`config.mk`:
```
export PLATFORM = sky130hd
export DESIGN_NAME = raster_timer
export DESIGN_NICKNAME = d
export VERILOG_FILES = /design/src/rtl/raster_pkg.sv /design/src/rtl/raster_ctrl.sv /design/src/rtl/raster_dp.sv /design/src/rtl/raster_timer.sv
export SDC_FILE = /design/constraint.sdc
export NUM_CORES = 1
export LEC_CHECK = 0
export BUFFER_PORTS_ARGS = -buffer_cell sky130_fd_sc_hd__buf_2
export CORE_ASPECT_RATIO = 0.5
export CORE_MARGIN = 4
export CORE_UTILIZATION = 31
export DETAILED_ROUTE_END_ITERATION = 10
export GPL_TIMING_DRIVEN = 0
export MAX_ROUTING_LAYER = met4
export PLACE_DENSITY_LB_ADDON = 0.15
export REMOVE_ABC_BUFFERS = 1
export SETUP_SLACK_MARGIN = 0.2
export SYNTH_ARGS = -nofsm -noshare
export SYNTH_HDL_FRONTEND = slang
export SYNTH_SLANG_ARGS = --single-unit
export TNS_END_PERCENT = 5
```
`constraint.sdc`:
```
create_clock -name clk -period 2.6 [get_ports clk]
set_input_delay 0.13 -clock clk [delete_from_list [all_inputs] [get_ports clk]]
set_output_delay 0.13 -clock clk [all_outputs]
set_load 0.03 [all_outputs]
```
`src/rtl/raster_pkg.sv`:
```
package raster_pkg;
  // Strobes passed from control to datapath each master clock
  typedef struct packed {
    logic lineWrap;   // last master clock of the line
    logic frameWrap;  // last master clock of the frame
  } stepStrobes_t;
endpackage

```
`src/rtl/raster_ctrl.sv`:
```
module raster_ctrl
  import raster_pkg::*;
#(
  parameter int LINE_CLKS    = 1364,
  parameter int VIS_LAST_STD = 224,
  parameter int VIS_LAST_OVR = 239,
  parameter int LAST_LINE_60 = 261,
  parameter int LAST_LINE_50 = 311,
  localparam int POS_W = $clog2(LINE_CLKS),
  localparam int V_W   = $clog2(LAST_LINE_50 + 2)
) (
  input  logic             clk,
  input  logic             rstN,
  input  logic             regionPal,
  input  logic             overscan,
  input  logic             interlace,
  input  logic [POS_W-1:0] masterPos,
  input  logic [V_W-1:0]   vLine,
  output stepStrobes_t     step,
  output logic [V_W-1:0]   visLast,
  output logic             oddField
);
  localparam logic [POS_W-1:0] POS_LAST = POS_W'(LINE_CLKS - 1);
  localparam logic [V_W-1:0]   L60      = V_W'(LAST_LINE_60);
  localparam logic [V_W-1:0]   L50      = V_W'(LAST_LINE_50);
  localparam logic [V_W-1:0]   VSTD     = V_W'(VIS_LAST_STD);
  localparam logic [V_W-1:0]   VOVR     = V_W'(VIS_LAST_OVR);

  logic cfgPal, cfgOvr, cfgIl;
  logic extraLine;
  logic [V_W-1:0] lastLine;

  assign extraLine = cfgIl & ~oddField;
  assign lastLine  = (cfgPal ? L50 : L60) + {{(V_W-1){1'b0}}, extraLine};
  assign visLast   = cfgOvr ? VOVR : VSTD;

  assign step.lineWrap  = (masterPos == POS_LAST);
  assign step.frameWrap = step.lineWrap && (vLine == lastLine);

  // Configuration and field flag only move at the frame boundary
  always_ff @(posedge clk or negedge rstN) begin
    if (!rstN) begin
      cfgPal   <= 1'b0;
      cfgOvr   <= 1'b0;
      cfgIl    <= 1'b0;
      oddField <= 1'b0;
    end else if (step.frameWrap) begin
      cfgPal   <= regionPal;
      cfgOvr   <= overscan;
      cfgIl    <= interlace;
      oddField <= ~oddField;
    end
  end
endmodule

```
`src/rtl/raster_dp.sv`:
```
module raster_dp
  import raster_pkg::*;
#(
  parameter int LINE_CLKS    = 1364,
  parameter int DOT_DIV      = 4,
  parameter int PIC_FIRST    = 88,
  parameter int PIC_LIMIT    = 1112,
  parameter int PAUSE_AT     = 536,
  parameter int PAUSE_CLKS   = 40,
  parameter int LAST_LINE_50 = 311,
  localparam int POS_W = $clog2(LINE_CLKS),
  localparam int DOT_W = $clog2(LINE_CLKS / DOT_DIV),
  localparam int V_W   = $clog2(LAST_LINE_50 + 2)
) (
  input  logic             clk,
  input  logic             rstN,
  input  stepStrobes_t     step,
  input  logic [V_W-1:0]   visLast,
  input  logic             forceBlank,
  output logic [POS_W-1:0] masterPos,
  output logic             dotEn,
  output logic [DOT_W-1:0] hDot,
  output logic [V_W-1:0]   vLine,
  output logic             picActive,
  output logic             vBlank,
  output logic             cpuPause
);
  localparam logic [POS_W:0] PIC_A   = (POS_W+1)'(PIC_FIRST);
  localparam logic [POS_W:0] PIC_B   = (POS_W+1)'(PIC_LIMIT);
  localparam logic [POS_W:0] PAUSE_A = (POS_W+1)'(PAUSE_AT);
  localparam logic [POS_W:0] PAUSE_B = (POS_W+1)'(PAUSE_AT + PAUSE_CLKS);
  localparam bit DIV_POW2 = ((DOT_DIV & (DOT_DIV - 1)) == 0);
  localparam int SUB_W = (DOT_DIV > 1) ? $clog2(DOT_DIV) : 1;

  logic [POS_W:0] posWide;
  assign posWide = {1'b0, masterPos};

  // Master-clock position within the line
  always_ff @(posedge clk or negedge rstN) begin
    if (!rstN)              masterPos <= '0;
    else if (step.lineWrap) masterPos <= '0;
    else                    masterPos <= masterPos + 1'b1;
  end

  // Dot enable: low bits of the position for power-of-two dividers,
  // a separate phase counter otherwise
  generate
    if (DIV_POW2) begin : g_dotBits
      assign dotEn = &masterPos[SUB_W-1:0];
    end else begin : g_dotCnt
      localparam logic [SUB_W-1:0] SUB_LAST = SUB_W'(DOT_DIV - 1);
      logic [SUB_W-1:0] subPhase;
      always_ff @(posedge clk or negedge rstN) begin
        if (!rstN)                              subPhase <= '0;
        else if (step.lineWrap || subPhase == SUB_LAST) subPhase <= '0;
        else                                    subPhase <= subPhase + 1'b1;
      end
      assign dotEn = (subPhase == SUB_LAST);
    end
  endgenerate

  always_ff @(posedge clk or negedge rstN) begin
    if (!rstN)              hDot <= '0;
    else if (step.lineWrap) hDot <= '0;
    else if (dotEn)         hDot <= hDot + 1'b1;
  end

  always_ff @(posedge clk or negedge rstN) begin
    if (!rstN)               vLine <= '0;
    else if (step.frameWrap) vLine <= '0;
    else if (step.lineWrap)  vLine <= vLine + 1'b1;
  end

  // Window decodes
  logic lineVisible, spanInside;
  assign lineVisible = (vLine != '0) && (vLine <= visLast);
  assign spanInside  = (posWide >= PIC_A) && (posWide < PIC_B);
  assign picActive   = lineVisible && spanInside && !forceBlank;
  assign vBlank      = (vLine > visLast);
  assign cpuPause    = (posWide >= PAUSE_A) && (posWide < PAUSE_B);
endmodule

```
`src/rtl/raster_timer.sv`:
```
module raster_timer
  import raster_pkg::*;
#(
  parameter int LINE_CLKS    = 1364,
  parameter int DOT_DIV      = 4,
  parameter int PIC_FIRST    = 88,
  parameter int PIC_LIMIT    = 1112,
  parameter int PAUSE_AT     = 536,
  parameter int PAUSE_CLKS   = 40,
  parameter int VIS_LAST_STD = 224,
  parameter int VIS_LAST_OVR = 239,
  parameter int LAST_LINE_60 = 261,
  parameter int LAST_LINE_50 = 311,
  localparam int POS_W = $clog2(LINE_CLKS),
  localparam int DOT_W = $clog2(LINE_CLKS / DOT_DIV),
  localparam int V_W   = $clog2(LAST_LINE_50 + 2)
) (
  input  logic             clk,
  input  logic             rstN,
  input  logic             regionPal,
  input  logic             overscan,
  input  logic             interlace,
  input  logic             forceBlank,
  output logic             dotEn,
  output logic [DOT_W-1:0] hDot,
  output logic [V_W-1:0]   vLine,
  output logic             picActive,
  output logic             vBlank,
  output logic             cpuPause,
  output logic             oddField
);
  stepStrobes_t     step;
  logic [V_W-1:0]   visLast;
  logic [POS_W-1:0] masterPos;

  raster_ctrl #(
    .LINE_CLKS(LINE_CLKS), .VIS_LAST_STD(VIS_LAST_STD), .VIS_LAST_OVR(VIS_LAST_OVR),
    .LAST_LINE_60(LAST_LINE_60), .LAST_LINE_50(LAST_LINE_50)
  ) u_ctrl (
    .clk(clk), .rstN(rstN), .regionPal(regionPal), .overscan(overscan),
    .interlace(interlace), .masterPos(masterPos), .vLine(vLine),
    .step(step), .visLast(visLast), .oddField(oddField)
  );

  raster_dp #(
    .LINE_CLKS(LINE_CLKS), .DOT_DIV(DOT_DIV), .PIC_FIRST(PIC_FIRST),
    .PIC_LIMIT(PIC_LIMIT), .PAUSE_AT(PAUSE_AT), .PAUSE_CLKS(PAUSE_CLKS),
    .LAST_LINE_50(LAST_LINE_50)
  ) u_dp (
    .clk(clk), .rstN(rstN), .step(step), .visLast(visLast),
    .forceBlank(forceBlank), .masterPos(masterPos), .dotEn(dotEn),
    .hDot(hDot), .vLine(vLine), .picActive(picActive), .vBlank(vBlank),
    .cpuPause(cpuPause)
  );
endmodule

```
==> impl_metrics.yaml, run 1 <==
outcome:
  status: "finished, final reports clean"
setup_path:
  cp_num_buf_inv: 1
  r2r_start: "u_ctrl.oddField"
  r2r.worst_path.cells: 7
  cp_slowest_stage_delay_ps: 580
  crit_chain: "a21o_2 > a2111oi_0 > xor2_1 > nor4_2 > buf_4"
  crit_family: "compound AO/OA/AOI/OAI gates"
  critPathArrivalTime_ps: 2180
  cp-end-kind: "primary output"
  r2r_slack_ps: 440
  critical_path_class: "flop to primary output"
  r2r-end: "u_ctrl.cfgIl"
  cpMaxStageDelayCell: "a2111oi_0"
  worstPathRequired_ps: 2470
  path_max_fanout: 6
  worst_setup_path_start_kind: "flop"
  cp.depth: 5
global_routing:
  grt_pass1_vias: 1378
  grt_max_degree: 34
  gr-total-overflow: 0
  antenna_found_initial: 0
  grt_use_total: 0.128
  grt_pass1_wl_um: 7030
logic_synthesis:
  yosysSeqAreaShare: 0.450
  syn_inst: 181
  synth_flop_cell: "dfrtp_1"
  synth_edf_count: 0
  async_flop_share: 1.00
  ys_warn_count: 0
  yosysUniqueCellTypes: 42
  syn_area_um2: 1830
  avgSynthCellArea_um2: 10.1
  synth-seq-cells: 33
timing:
  fmax_ghz: 0.433
  rsz0062_at_grt: "false"
  worst_pin_slew_ps: 759
  layout_setup_ws_ps: 288
  fin_worst_skew_ps: 2.27
  hold_viol: 0
  slew_headroom: 0.494
  fin_setup_tns_ps: 0
  period_minus_slack_ps: 2310
  finalSetupViolations: 0
  hold_ws_ps: 83.7
  slew_viol_final: 0
  period_share: 0.889
final_layout:
  diodes: 0
  fin_nets: 239
  instances_no_fill: 296
  drive_gt1_frac: 0.309
  finalInstanceArea_um2: 2340
  area_delta_synth_final_pct: 27.6
  fin_util: 0.417
placement:
  place_hpwl_um: 2820
  place_ws_ps: -250
  gp_congestion: 0.759
  dpl_cell_area_um2: 2040
  io_buffers: 28
  placedCellCount: 277
floorplan:
  fp.dieH_um: 62.4
  core-area_um2: 5610
  dieArea_um2: 7290
  ios: 29
  placementRows: 19
  start_util: 0.327
  die_w_um: 117
detailed_routing:
  postRouteAntennaNets: 0
  wl_per_cell_um: 14.2
  wirelength_um: 4200
  firstDrtPassIters: 4
  detail_route.iter0.violations: 74
  vias: 1447
  viasPerCell: 4.89
  route.detailed.drc: 0
cts:
  cts_tree: "done"
  path_clk_slew_ps: 50
  cts_root_buffer: "clkbuf_16"
  clock_latency_ps: 270
  cts_buffers: 5
  htreeDepth: 2
  clk_path_buf_depth: 2
  cts_num_sinks: 33
power_and_ir_drop:
  vdd_drop_max_mv: 0.223
  p_total_mw: 1.10
  p_leak_nw: 1.12
  power_per_cell_area_nw_per_um2: 470
worst_hold_path:
  min_path_cells: 2
  min_path_type: "primary input to flop"
  min_from: "interlace"
  min_to: "u_ctrl.cfgIl"
job:
  maxCapViolations: 0
how the worst max path moves through the flow:
stage                            startpoint             to  slack [ps]
after floorplan               u_dp.vLine[0]      picActive        -330
after global placement    u_dp.masterPos[0]  u_ctrl.cfgPal        -230
after detailed placement  u_dp.masterPos[0]  u_ctrl.cfgPal        -250
after CTS                     u_ctrl.cfgOvr      picActive         140
after global routing          u_ctrl.cfgOvr      picActive         210
final                     u_dp.masterPos[3]      picActive         290
per-layer routing:
layer  routed length, µm  GRT usage  vias to the layer above
met4                  48     0.0558                        0
met5                   0          -                        -
met2                1790      0.176                       27
met1                2180      0.175                      695
li1                    -          -                      720
met3                 179     0.0329                        5
cell usage in the layout (no fill, tap or decap), types with 2 or more instances in the layout:
cell       Yosys  routed
inv_1          9       8
nand3_1       11      10
nand2_1       11      11
nand4_1        5       5
dfrtp_1       33      29
dfrtp_2        0       4
xor2_1        12      12
buf_2          1      27
nor4_1         4       3
a21oi_1        7       7
nor3_1         3       3
and4_1         2       2
o21ai_0        6       6
and3_1         4       4
or3_1          3       3
and3_2         2       2
ha_4           0       3
ha_1          10       7
clkbuf_16      0       5
nor2_1        21      21
buf_4          0      12
mux2_2         2       2
mux2_4         2       2
xnor2_1       10      10
repair_timing:
item | in CTS | in global routing
cloned | 0 | 0
endpoints found under the hold margin | 33 | 0
hold buffers | 1 | 0
pin swaps | 1 | 3
gates resized for setup | 6 | 7
setup buffers | 5 | 6
endpoints found under the setup margin | 12 | 1
registers in the layout, indices dropped and copies added, names as in the netlist:
name and cells:
u_ctrl.cfgIl 1, u_ctrl.cfgPal 1, u_dp.masterPos 11, u_ctrl.oddField 1, u_dp.vLine 9, u_dp.hDot 9, u_ctrl.cfgOvr 1
area by class of cell:
| cell class | count | area, µm² |
|---|---|---|
| Timing Repair Buffer | 40 | 235 |
| Multi-Input combinational cell | 134 | 1010 |
| Inverter | 9 | 33.8 |
| Fill cell | 554 | 3270 |
| Sequential cell | 33 | 831 |
| Clock buffer | 7 | 143 |
| Tap cell | 73 | 91.3 |
cells by family (layout without fill, tap and decap cells):
family,Yosys count,count (layout),share of synthesized area
XOR/XNOR,22,22,0.105
adder cells (fa/ha/maj),10,10,0.0682
AO/OA/AOI/OAI,20,20,0.0675
buffers and inverters,14,56,0.0341
AND/OR/NAND/NOR,78,78,0.246
multiplexers,4,4,0.0286
flip-flops,33,33,0.450
synth_stat cells (3+ instances only):
master / count / area [µm²]
ha_1: 10 / 125
a21oi_1: 7 / 35.0
xnor2_1: 10 / 87.6
nor3_1: 3 / 15.0
nor2_1: 21 / 78.8
nand2_1: 11 / 41.3
xor2_1: 12 / 105
nand4_1: 5 / 31.3
and3_1: 4 / 25.0
or3_1: 3 / 18.8
o21ai_0: 6 / 30.0
inv_1: 9 / 33.8
nand3_1: 11 / 55.1
dfrtp_1: 33 / 826
nor4_1: 4 / 25.0
worst reg2reg max path: stages, from the launching register on:
cell and delay (ps):
dfrtp_1 390, nor2b_1 200, ha_1 280, xnor2_1 150, o2111ai_1 170, nor4_4 380, buf_4 190, mux2_4 290
power breakdown:
part / internal (mW) / switching [mW]
Sequential: 0.514 / 0
Clock: 0.375 / 0.196
Combinational: 0.00369 / 0.0110
(Power assumes the default switching activity.)
==> run 2, diff against run 1 <==
clock period = 2.7 ns   (was 2.6 ns; I/O delays follow)
==> impl_metrics.yaml, run 2 (synthesis results as in run 1) <==
worst_hold_path:
  min_path_type: "primary input to flop"
  min_from: "interlace"
  min_to: "u_ctrl.cfgIl"
  min_path_cells: 2
global_routing:
  grt_pass1_vias: 1352
  grt_max_degree: 34
  antenna_found_initial: 0
  grt_pass1_wl_um: 6870
  grt_use_total: 0.124
  gr-total-overflow: 0
detailed_routing:
  wirelength_um: 3990
  detail_route.iter0.violations: 66
  vias: 1415
  route.detailed.drc: 0
  viasPerCell: 4.90
  postRouteAntennaNets: 0
  wl_per_cell_um: 13.8
  firstDrtPassIters: 4
setup_path:
  r2r-end: "u_ctrl.cfgIl"
  worstPathRequired_ps: 2570
  cp-end-kind: "primary output"
  critPathArrivalTime_ps: 2330
  critical_path_class: "flop to primary output"
  r2r.worst_path.cells: 6
  worst_setup_path_start_kind: "flop"
  path_max_fanout: 10
  r2r_start: "u_dp.masterPos[0]"
  r2r_slack_ps: 480
final_layout:
  finalInstanceArea_um2: 2230
  layout_common_cells: "30 x dfrtp_1, 27 x buf_2, 21 x nor2_1"
  area_delta_synth_final_pct: 21.8
  regMostFlops: "u_dp.masterPos"
  drive_gt1_frac: 0.255
  reg_top3: "u_dp.masterPos (11), u_dp.hDot (9), u_dp.vLine (9)"
  instances_no_fill: 289
  fin_util: 0.398
  final_common_cell: "dfrtp_1"
  fin_nets: 232
  diodes: 0
  largest_reg_flops: 11
  nFillCells: 556
placement:
  place_ws_ps: -150
  gp_congestion: 0.759
  place_hpwl_um: 2820
  placedCellCount: 277
  dpl_cell_area_um2: 2040
  io_buffers: 28
timing:
  worst_pin_slew_ps: 754
  fmax_ghz: 0.405
  fin_setup_tns_ps: 0
  period_share: 0.914
  slew_viol_final: 0
  hold_ws_ps: 89.5
  fin_worst_skew_ps: 2.73
  finalSetupViolations: 0
  hold_viol: 0
  rsz0062_at_grt: "true"
  period_minus_slack_ps: 2470
  slew_headroom: 0.497
  layout_setup_ws_ps: 233
cts:
  cts_buffers: 5
  htreeDepth: 2
  cts_root_buffer: "clkbuf_16"
  clock_latency_ps: 270
  cts_tree: "done"
  clk_path_buf_depth: 2
  path_clk_slew_ps: 50
  cts_num_sinks: 33
power_and_ir_drop:
  p_clk_frac: 0.519
  p_sw_frac: 0.187
  p_total_mw: 1.06
  power_per_cell_area_nw_per_um2: 474
  internal_power_mw: 0.860
  comb_power_share: 0.013
  power_switching_mw: 0.198
  power_frac_seq: 0.468
  p_leak_nw: 1.08
  vdd_drop_max_mv: 0.214
floorplan:
  ios: 29
  fp.dieH_um: 62.4
  start_util: 0.327
  die_w_um: 117
  core-area_um2: 5610
  placementRows: 19
  dieArea_um2: 7290
job:
  maxCapViolations: 0
outcome:
  status: "finished, final reports clean"
[run 2: cell types whose count changed in the layout (fill, tap and decap cells not counted), sizes merged]
cell and delta:
buf -7
[run 2: power by group through the flow]
stage               Combinational (mW)  Clock [mW]  Sequential [mW]
floorplan                    0.0000950           0            0.504
global placement                0.0137           0            0.504
detailed placement              0.0141           0            0.504
CTS                             0.0151       0.568            0.495
global route                    0.0169       0.593            0.495
finish                          0.0139       0.549            0.495
[run 2: worst max path at each step]
stage | from | end | slack (ps) | cells past startpoint
final | u_dp.vLine[2] | picActive | 230 | 6
after global routing | u_dp.vLine[1] | picActive | 70 | 6
after CTS | u_dp.vLine[2] | picActive | 190 | 6
after detailed placement | u_dp.masterPos[0] | u_ctrl.cfgPal | -150 | 5
after global placement | u_dp.masterPos[0] | u_ctrl.cfgPal | -130 | 5
after floorplan | u_dp.vLine[0] | picActive | -230 | 5
[run 2: layout make-up]
type                    count  area, µm²  area share
clock buffers               7        143      0.0638
inverters                   9       33.8      0.0151
multi-input cells         134        955       0.427
flip-flops and latches     33        830       0.371
well taps                  73       91.3      0.0409
repair buffers             33        183      0.0817
[run 2: timing repair]
action                     CTS  global route
buffers inserted             0             4
hold buffers                 1             0
hold endpoints to repair    33             0
pin swaps                    1             1
setup endpoints to repair   12             5
gates resized for setup      5             0
[run 2: critical path, stage by stage, from the launching register on]
cell     delay (ps)
dfrtp_2         480
ha_1            330
nand3_1         100
or3b_2          440
a41o_1          220
nor4_1          280
buf_4           210
[run 2: metal layers]
layer	GRT usage	wire [µm]
met1	0.172	2100
met2	0.171	1640
met3	0.0300	175
met4	0.0515	78
met5	-	0
==> run 3, diff against run 2 <==
CORE_MARGIN = 2   (was 4)
==> impl_metrics.yaml, run 3 (synthesis results as in run 1) <==
outcome:
  status: "finished, final reports clean"
cts:
  clk_path_buf_depth: 2
  path_clk_slew_ps: 50
  cts_root_buffer: "clkbuf_16"
  htreeDepth: 2
  clock_latency_ps: 270
  cts_buffers: 5
  cts_num_sinks: 33
  cts_tree: "done"
timing:
  fin_setup_tns_ps: 0
  hold_viol: 0
  fin_worst_skew_ps: 4.31
  finalSetupViolations: 0
  hold_ws_ps: 94.2
  period_share: 0.929
  worst_pin_slew_ps: 761
  fmax_ghz: 0.399
  period_minus_slack_ps: 2510
  slew_headroom: 0.493
  rsz0062_at_grt: "true"
  slew_viol_final: 0
placement:
  place_hpwl_um: 2760
  dpl_cell_area_um2: 2040
  gp_congestion: 0.737
  io_buffers: 28
detailed_routing:
  vias: 1410
  wirelength_um: 4090
  viasPerCell: 4.88
  postRouteAntennaNets: 0
  firstDrtPassIters: 4
  route.detailed.drc: 0
  wl_per_cell_um: 14.2
  detail_route.iter0.violations: 58
power_and_ir_drop:
  comb_power_share: 0.013
  internal_power_mw: 0.860
  p_sw_frac: 0.193
  p_leak_nw: 1.08
  power_switching_mw: 0.205
  p_clk_frac: 0.522
  power_per_cell_area_nw_per_um2: 477
  p_total_mw: 1.07
  vdd_drop_max_mv: 0.205
  power_frac_seq: 0.465
global_routing:
  gr-total-overflow: 0
  grt_pass1_vias: 1392
  antenna_found_initial: 0
  grt_use_total: 0.138
  grt_pass1_wl_um: 6800
  grt_max_degree: 34
final_layout:
  drive_gt1_frac: 0.255
  finalInstanceArea_um2: 2230
  fin_nets: 232
  fin_util: 0.400
  regMostFlops: "u_dp.masterPos"
  largest_reg_flops: 11
  nFillCells: 558
  diodes: 0
  final_common_cell: "dfrtp_1"
  reg_top3: "u_dp.masterPos (11), u_dp.hDot (9), u_dp.vLine (9)"
  layout_common_cells: "30 x dfrtp_1, 28 x buf_2, 21 x nor2_1"
  multi_input_comb_area_um2: 955
  regArea_um2: 830
  area_delta_synth_final_pct: 21.7
floorplan:
  fp.dieH_um: 58.4
  placementRows: 19
  start_util: 0.328
  core-area_um2: 5590
  ios: 29
  die_w_um: 113
  dieArea_um2: 6590
worst_hold_path:
  min_path_type: "primary input to flop"
setup_path:
  path_max_fanout: 10
  cp-end-kind: "primary output"
  crit_chain: "ha_1 > nand3_1 > or3b_2 > a41o_1 > nor4_1 > buf_2"
  critical_path_class: "flop to primary output"
  cp_slowest_stage_delay_ps: 490
  worst_setup_path_start_kind: "flop"
  critPathArrivalTime_ps: 2370
  cpMaxStageDelayCell: "dfrtp_2"
  worstPathRequired_ps: 2570
job:
  maxCapViolations: 0
## run 3: cell counts in the layout (fill, tap and decap cells not counted)
Identical to the previous run, type by type.
## run 3: through the flow
stage / worst slack, ps / std cells
after floorplan: -231 / 176
after global placement: -181 / 277
after detailed placement: -157 / 277
after CTS: 167 / 285
after global routing: 94.9 / 289
final: 192 / 289
## run 3: what timing repair did
action                                  CTS  global route
buffers inserted                          0             4
hold buffers                              1             0
pin swaps                                 1             1
resized for setup                         2             2
endpoints found under the setup margin   12             4
gates cloned                              0             0
hold endpoints to repair                 33             0
## run 3: final timing paths
path | slack (ps) | cells after the start | end | from
hold reg to reg | 480 | 1 | u_ctrl.oddField | u_ctrl.oddField
min in group asynchronous | 480 | 2 | u_dp.hDot[5] | rstN
max in group asynchronous | 1690 | 2 | u_dp.vLine[0] | rstN
hold / removal | 90 | 2 | u_ctrl.cfgPal | regionPal
setup / recovery | 190 | 6 | picActive | u_dp.vLine[2]
setup reg to reg | 470 | 6 | u_ctrl.cfgIl | u_dp.masterPos[0]
## run 3: worst max-delay path: cells and delay by family (launching register included)
kind,cells,cell delay [ps]
flip-flops,1,490
adder cells (fa/ha/maj),1,340
AND/OR/NAND/NOR,3,800
buffers and inverters,1,240
AO/OA/AOI/OAI,1,230
## run 3: layer usage
layer	vias to the layer above	global-route usage	routed length [µm]
met4	0	0.0575	54
met3	4	0.0391	142
li1	710	-	-
met1	676	0.178	2160
met5	-	-	0
met2	20	0.207	1730
## run 3: layout make-up
type                    instances  area share
clock buffers                   7      0.0639
inverters                       9      0.0151
multi-input cells             134       0.428
flip-flops and latches         33       0.372
well taps                      73      0.0409
repair buffers                 33      0.0807
## run 3: power by group through the flow
| stage | Combinational [mW] | Sequential [mW] | Clock, mW |
|---|---|---|---|
| after CTS | 0.0152 | 0.495 | 0.574 |
| after floorplan | 0.0000950 | 0.504 | 0 |
| after detailed placement | 0.0142 | 0.504 | 0 |
| final | 0.0140 | 0.495 | 0.556 |
| after global placement | 0.0137 | 0.504 | 0 |
| after global routing | 0.0168 | 0.495 | 0.594 |
